<file path="src/rtl/irq_bank_pkg.sv">
package irq_bank_pkg;

    localparam int STAT_W = 32;

    localparam int B_UNDERFLOW  = 1;
    localparam int B_IND_DONE   = 2;
    localparam int B_IND_REJECT = 3;
    localparam int B_PROT_WR    = 4;
    localparam int B_BUS_ERR    = 5;
    localparam int B_IND_WMARK  = 6;
    localparam int B_RX_OVER    = 7;
    localparam int B_TX_THR     = 8;
    localparam int B_TX_FULL    = 9;
    localparam int B_RX_THR     = 10;
    localparam int B_RX_FULL    = 11;
    localparam int B_SRAM_FULL  = 12;

    // Field order matches bit positions 12 down to 1.
    typedef struct packed {
        logic sram_full;
        logic rx_full;
        logic rx_thr;
        logic tx_full;
        logic tx_thr;
        logic rx_over;
        logic ind_wmark;
        logic bus_err;
        logic prot_wr;
        logic ind_reject;
        logic ind_done;
        logic underflow;
    } flags_t;

    localparam logic [STAT_W-1:0] STICKY_MASK = 32'h0000_10FE;
    localparam logic [STAT_W-1:0] LEVEL_MASK  = 32'h0000_0F00;
    localparam logic [STAT_W-1:0] RESET_VAL   = 32'h0000_0100;

    function automatic logic [STAT_W-1:0] to_word(input flags_t f);
        return {{(STAT_W - $bits(flags_t) - 1){1'b0}}, f, 1'b0};
    endfunction

endpackage

</file>
<file path="src/rtl/irq_event_detect.sv">
module irq_event_detect
    import irq_bank_pkg::*;
(
    input  logic   tx_pop,
    input  logic   tx_empty,
    input  logic   rx_push,
    input  logic   rx_full,
    input  logic   ind_done,
    input  logic   ind_reject,
    input  logic   ind_wmark,
    input  logic   sram_part_full,
    input  logic   prot_wr_reject,
    input  logic   bus_wrap_burst,
    input  logic   bus_split_retry,
    output flags_t ev
);
    always_comb begin
        ev            = '0;
        ev.underflow  = tx_pop & tx_empty;
        ev.rx_over    = rx_push & rx_full;
        ev.ind_done   = ind_done;
        ev.ind_reject = ind_reject;
        ev.ind_wmark  = ind_wmark;
        ev.sram_full  = sram_part_full;
        ev.prot_wr    = prot_wr_reject;
        ev.bus_err    = bus_wrap_burst | bus_split_retry;
    end
endmodule

</file>
<file path="src/rtl/irq_ind_queue.sv">
module irq_ind_queue #(
    parameter int PEND_MAX = 2,
    localparam int CW = $clog2(PEND_MAX + 1)
) (
    input  logic clk,
    input  logic rst,
    input  logic req,
    input  logic done,
    output logic reject
);
    logic [CW-1:0] cnt_q;
    logic          accept;
    logic          retire;

    assign reject = req & (cnt_q == CW'(PEND_MAX)) & ~done;
    assign accept = req & ~reject;
    assign retire = done & (cnt_q != '0);

    always_ff @(posedge clk) begin
        if (rst) begin
            cnt_q <= '0;
        end else if (accept && !retire) begin
            cnt_q <= cnt_q + 1'b1;
        end else if (retire && !accept) begin
            cnt_q <= cnt_q - 1'b1;
        end
    end
endmodule

</file>
<file path="src/rtl/irq_level_cmp.sv">
module irq_level_cmp
    import irq_bank_pkg::*;
#(
    parameter int FIFO_DEPTH = 16,
    parameter int LVL_W      = $clog2(FIFO_DEPTH + 1)
) (
    input  logic [LVL_W-1:0] tx_level,
    input  logic [LVL_W-1:0] tx_thresh,
    input  logic [LVL_W-1:0] rx_level,
    input  logic [LVL_W-1:0] rx_thresh,
    output flags_t           lvl
);
    localparam logic [LVL_W-1:0] FULL_CNT = LVL_W'(FIFO_DEPTH);

    always_comb begin
        lvl         = '0;
        lvl.tx_thr  = (tx_level <= tx_thresh);
        lvl.tx_full = (tx_level == FULL_CNT);
        lvl.rx_thr  = (rx_level >= rx_thresh);
        lvl.rx_full = (rx_level == FULL_CNT);
    end
endmodule

</file>
<file path="src/rtl/irq_status_bank.sv">
module irq_status_bank
    import irq_bank_pkg::*;
#(
    parameter int FIFO_DEPTH = 16,
    parameter int PEND_MAX   = 2,
    parameter int LVL_W      = $clog2(FIFO_DEPTH + 1)
) (
    input  logic              clk,
    input  logic              rst,
    input  logic              rd_en,
    output logic [31:0]       rd_data,
    input  logic [31:0]       irq_mask,
    output logic              irq,
    input  logic              tx_pop,
    input  logic              tx_empty,
    input  logic              rx_push,
    input  logic              rx_full,
    input  logic [LVL_W-1:0]  tx_level,
    input  logic [LVL_W-1:0]  tx_thresh,
    input  logic [LVL_W-1:0]  rx_level,
    input  logic [LVL_W-1:0]  rx_thresh,
    input  logic              ind_req,
    input  logic              ind_done,
    input  logic              ind_wmark,
    input  logic              sram_part_full,
    input  logic              prot_wr_reject,
    input  logic              bus_wrap_burst,
    input  logic              bus_split_retry
);
    flags_t            ev_f;
    flags_t            lvl_f;
    logic              ind_reject;
    logic [STAT_W-1:0] set_vec;
    logic [STAT_W-1:0] lvl_vec;
    logic [STAT_W-1:0] stat_d;
    logic [STAT_W-1:0] stat_q;

    irq_ind_queue #(.PEND_MAX(PEND_MAX)) u_queue (
        .clk    (clk),
        .rst    (rst),
        .req    (ind_req),
        .done   (ind_done),
        .reject (ind_reject)
    );

    irq_event_detect u_detect (
        .tx_pop          (tx_pop),
        .tx_empty        (tx_empty),
        .rx_push         (rx_push),
        .rx_full         (rx_full),
        .ind_done        (ind_done),
        .ind_reject      (ind_reject),
        .ind_wmark       (ind_wmark),
        .sram_part_full  (sram_part_full),
        .prot_wr_reject  (prot_wr_reject),
        .bus_wrap_burst  (bus_wrap_burst),
        .bus_split_retry (bus_split_retry),
        .ev              (ev_f)
    );

    irq_level_cmp #(.FIFO_DEPTH(FIFO_DEPTH), .LVL_W(LVL_W)) u_level (
        .tx_level  (tx_level),
        .tx_thresh (tx_thresh),
        .rx_level  (rx_level),
        .rx_thresh (rx_thresh),
        .lvl       (lvl_f)
    );

    assign set_vec = to_word(ev_f);
    assign lvl_vec = to_word(lvl_f);

    // Per-bit next state chosen by the bit's class.
    for (genvar i = 0; i < STAT_W; i++) begin : g_bit
        if (STICKY_MASK[i]) begin : g_sticky
            assign stat_d[i] = set_vec[i] | (stat_q[i] & ~rd_en);
        end else if (LEVEL_MASK[i]) begin : g_level
            assign stat_d[i] = lvl_vec[i];
        end else begin : g_rsvd
            assign stat_d[i] = 1'b0;
        end
    end

    always_ff @(posedge clk) begin
        if (rst) begin
            stat_q  <= RESET_VAL;
            rd_data <= '0;
            irq     <= 1'b0;
        end else begin
            stat_q <= stat_d;
            irq    <= |(stat_q & irq_mask);
            if (rd_en) begin
                rd_data <= stat_q;
            end
        end
    end
endmodule

</file>
<file path="config.mk">
export PLATFORM = sky130hd
export DESIGN_NAME = irq_status_bank
export DESIGN_NICKNAME = d
export VERILOG_FILES = /design/src/rtl/irq_bank_pkg.sv /design/src/rtl/irq_event_detect.sv /design/src/rtl/irq_ind_queue.sv /design/src/rtl/irq_level_cmp.sv /design/src/rtl/irq_status_bank.sv
export SDC_FILE = /design/constraint.sdc
export NUM_CORES = 1
export LEC_CHECK = 0
export BUFFER_PORTS_ARGS = -buffer_cell sky130_fd_sc_hd__buf_2
export CORE_AREA = 2 2 65 67
export DETAILED_ROUTE_END_ITERATION = 12
export DIE_AREA = 0 0 67 69
export PLACE_DENSITY = 0.76
export SYNTH_ARGS = -nofsm -noshare
export SYNTH_HDL_FRONTEND = slang
export SYNTH_HIERARCHICAL = 1
export SYNTH_SLANG_ARGS = --single-unit
</file>
<file path="constraint.sdc">
create_clock -name clk -period 2.3 [get_ports clk]
set_clock_uncertainty 0.2 [all_clocks]
set_input_delay 0.46 -clock clk [delete_from_list [all_inputs] [get_ports clk]]
set_output_delay 0.46 -clock clk [all_outputs]
set_load 0.01 [all_outputs]
</file>
Yosys cells after proc, flatten, opt, wreduce, memory -nomap -nowiden
Cells that the tools add are included.
{"block": "word_totals", "register_bits": 67, "input_bits": 66, "output_inout_bits": 33}
{"block": "op_classes", "addsub": 2, "n_lt_le_gt_ge": 2, "n_eq_ne": 3, "mux": 2, "n_bitwise": 27, "n_reduce_logical": 7}
{"op": "$and 32x32->32", "count": 1}
{"op": "$reduce_or 32->1", "count": 1}
{"op": "$and 1x1->1", "count": 14}
{"op": "$eq 5x5->1 const B", "count": 2}
{"op": "$or 1x1->1", "count": 9}
{"op": "$ge 5x5->1", "count": 1}
{"op": "$le 5x5->1", "count": 1}
{"op": "$mux 2", "count": 2}
{"op": "$reduce_bool 2->1", "count": 2}
{"op": "$not 1->1", "count": 3}
{"op": "$add 2x1->2 const B", "count": 1}
{"op": "$eq 2x2->1 const B", "count": 1}
{"op": "$logic_and 1x1->1", "count": 2}
{"op": "$logic_not 1->1", "count": 2}
{"op": "$sub 2x1->2 const B", "count": 1}

Logic depth before layout (Yosys ltp)
{"block": "depth", "depth_word": 9, "depth_mapped": 6}

Hierarchy
The synthesis kept the hierarchy.
{"module": "irq_status_bank", "n_inst": 1, "cells_each": 102, "area_each_um2": 1037.2, "seq_area_each_um2": 500.5}
{"module": "irq_level_cmp", "n_inst": 1, "cells_each": 46, "area_each_um2": 325.3, "seq_area_each_um2": 0.0}
{"module": "irq_ind_queue", "n_inst": 1, "cells_each": 13, "area_each_um2": 117.6, "seq_area_each_um2": 40.0}
{"module": "irq_event_detect", "n_inst": 1, "cells_each": 13, "area_each_um2": 90.1, "seq_area_each_um2": 0.0}

Worst setup path before layout
No wires, ideal clock.
{"block": "synth_timing", "kind": "input to register", "startpoint": "input port ind_done", "endpoint": "register u_queue.cnt_q[1]", "arrival_ps": 1532, "required_ps": 2030, "slack_ps": 499, "path_stages": 4, "n_path_buf": 0, "cell_sequence": "o31a_2 ha_1 or3_1 a21oi_1"}
{"block": "synth_via", "elab_chain_len": 7, "word_cells_on_any_way": 11, "cone_classes": "1 x mux; 5 x bitwise; 5 x reduce/logical"}
{"item": "start: declaration", "line_no": "irq_status_bank.sv:23", "rtl": "input logic ind_done,"}
{"item": "$not 1->1", "line_no": "irq_ind_queue.sv:15", "rtl": "assign reject = req & (cnt_q == CW'(PEND_MAX)) & ~done;"}
{"item": "$and 1x1->1", "line_no": "irq_ind_queue.sv:15"}
{"item": "$not 1->1", "line_no": "irq_ind_queue.sv:16", "rtl": "assign accept = req & ~reject;"}
{"item": "$and 1x1->1", "line_no": "irq_ind_queue.sv:16"}
{"item": "$logic_not 1->1", "line_no": "irq_ind_queue.sv:24", "rtl": "end else if (retire && !accept) begin"}
{"item": "$logic_and 1x1->1", "line_no": "irq_ind_queue.sv:24"}
{"item": "$reduce_bool 2->1 (no line)"}
{"item": "end signal: assignment", "line_no": "irq_ind_queue.sv:23", "rtl": "cnt_q <= cnt_q + 1'b1;"}
{"item": "end signal: assignment", "line_no": "irq_ind_queue.sv:25", "rtl": "cnt_q <= cnt_q - 1'b1;"}
{"item": "end: declaration", "line_no": "irq_ind_queue.sv:11", "rtl": "logic [CW-1:0] cnt_q;"}
Several ways; a longest one is shown, not always the timed one.
A chain may end at the register's enable or synchronous reset.

Final worst setup path
{"block": "layout_timing", "startpoint": "register u_queue.cnt_q[1]", "endpoint": "register u_queue.cnt_q[1]"}
{"block": "layout_via", "elab_chain_len": 8, "word_cells_on_any_way": 16, "cone_classes": "2 x add/sub; 1 x eq/ne; 2 x mux; 5 x bitwise; 6 x reduce/logical"}
{"item": "$eq 2x2->1", "line_no": "irq_ind_queue.sv:15"}
{"item": "$and 1x1->1 (2 in series)", "line_no": "irq_ind_queue.sv:15"}
{"item": "$not 1->1", "line_no": "irq_ind_queue.sv:16"}
{"item": "$and 1x1->1", "line_no": "irq_ind_queue.sv:16"}
{"item": "$logic_not 1->1", "line_no": "irq_ind_queue.sv:24"}
{"item": "$logic_and 1x1->1", "line_no": "irq_ind_queue.sv:24"}
{"item": "$reduce_bool 2->1 (no line)"}
Several ways; a longest one is shown, not always the timed one. The select of a mux whose other input is x is not followed.

==> metrics <==
WL final=2.724 mm; final cell count without fillers=262; total gr overflow=0; CP Data Required Time=2.30 ns; number of fill cells in the layout=379; area of the core=0.003914 mm^2; dpl ws=roughly 0.33 ns; clk_lat worst skew=~0.26 ns; row cnt=23; Crit Path Category=register to register; share of layout cells above drive strength 1=31.60%; DRT antenna net count=0; DRC viols=0; fin crit share=roughly four fifths; CTS Hold Buffers Added=0; Util after Layout=43.80%; vias in the first global route=1003; Fin. Hold Viols=0; Via density=4.363; Post-Syn Area=0.001473 mm^2; final worst path period need=1.844 ns; TritonCTS buffer count=3; Clock transition at path regs=approximately 0.090 ns; GPL Wtd Cong=0.6530; H-tree levels=1; Hold Path Class=primary input to register; Post-Place Cells=258; status=complete, no violations; CTS tree=done; DR pass1 iterations=4; RSZ-0062 raised after global routing=false; Initial Utilization=37.63%; clk root buf=clkbuf_8; most common cell after layout, fill and taps aside=buf_2; # diodes=0; wire length per cell=10.40 um; maxcap violations=0; Sink Count=27; cts repair resizes=0; Hold Slack=about 0.21 ns; Leak=around 0.9 nW; crit path max fanout=4; Clock Tree Buf Depth=2; P per Cell Area=between 500 and 600 mW/mm^2; cells after synthesis=160; initial DRC count=57; Multi-input gate area=725.7 um^2; Worst Slack Setup Final=0.4562 ns; Via Count=1143; DP HPWL=2.194 mm; Final setup viols=0; Synth warnings=6; die height=69 um; VDD IR max=0.2189 mV; commonest cells after routing, fill and taps aside=buf_2, dfxtp_1, nor2_1, conb_1; GRT Total Usage=11.32%; final count of pins violating max slew=0; Port Buf Inserts=58; Setup Fix Bufs, Post-CTS=0; worst path arrival time=between 1.5 and 2 ns; Die Wd=between 60 and 70 um; Net count, final=290; register area=about 540 um^2; largest net degree at the start of global routing=28; IO Pins=between 90 and 100; Startpoint Class=register; element type at the critical path end=register; first-pass GRT wire length=around 4.2 mm; initial antenna violation count=0; Area Overhead vs Synth=16.40%; Die ar.=0.004623 mm^2; TNS Setup=0 ns; Fmax achieved=542.3 MHz; Post-Syn Area per Cell=a little over 9 um^2
## registers in the layout, indices dropped and copies added, names as in the netlist
register       flops
irq                1
rd_data           12
stat_q            12
u_queue/cnt_q      2
## power breakdown
part / total, mW / switching (mW) / leakage [nW] / internal [mW]
Clock: 0.256 / 0.135 / 0.0255 / 0.121
Combinational: 0.224 / 0.115 / 0.670 / 0.109
Sequential: 0.534 / 0.0300 / 0.222 / 0.504
## routing by layer
| metal | wire length, um | global-route usage, % | part of all wire, % |
|---|---|---|---|
| met5 | 0 | 0 | 0 |
| met1 | 1199 | 14.30 | 44 |
| met2 | 1196 | 18.92 | 44 |
| met4 | 22 | 4.082 | 0.81 |
| met3 | 305 | 1.958 | 11 |
## through the flow
step | area [um^2] | power, mW
floorplan | 1544 | 0.7266
global placement | 1668 | 0.7622
detailed placement | 1668 | 0.7703
CTS | 1714 | 1.026
global route | 1714 | 1.082
finish | 1714 | 1.014
## worst max-delay path, stage by stage (launching register included)
cell     delay, ns
dfxtp_1       0.36
inv_1         0.06
o31a_2        0.32
ha_1          0.33
or3_1         0.37
a21oi_1       0.13
## path summary, 6_finish.rpt
check / from / to / slack (ns) / depth (start not counted)
max reg2reg: u_queue/cnt_q[1]$_SDFFE_PP0P_ / u_queue/cnt_q[1]$_SDFFE_PP0P_ / 0.46 / 5
min: prot_wr_reject / stat_q[4]$_SDFF_PP0_ / 0.21 / 3
max: u_queue/cnt_q[1]$_SDFFE_PP0P_ / u_queue/cnt_q[1]$_SDFFE_PP0P_ / 0.46 / 5
min reg2reg: rd_data[9]$_SDFFE_PP0P_ / rd_data[9]$_SDFFE_PP0P_ / 0.30 / 2
## cell type report
type | count | area share [%]
sequential | 27 | 31.53
multi-input combinational | 110 | 42.34
clock inverter | 1 | 0.2920
tap | 50 | 3.650
inverter | 13 | 2.847
timing repair buffer | 58 | 16.93
clock buffer | 3 | 2.409
Power figures use the tool's default switching activity.
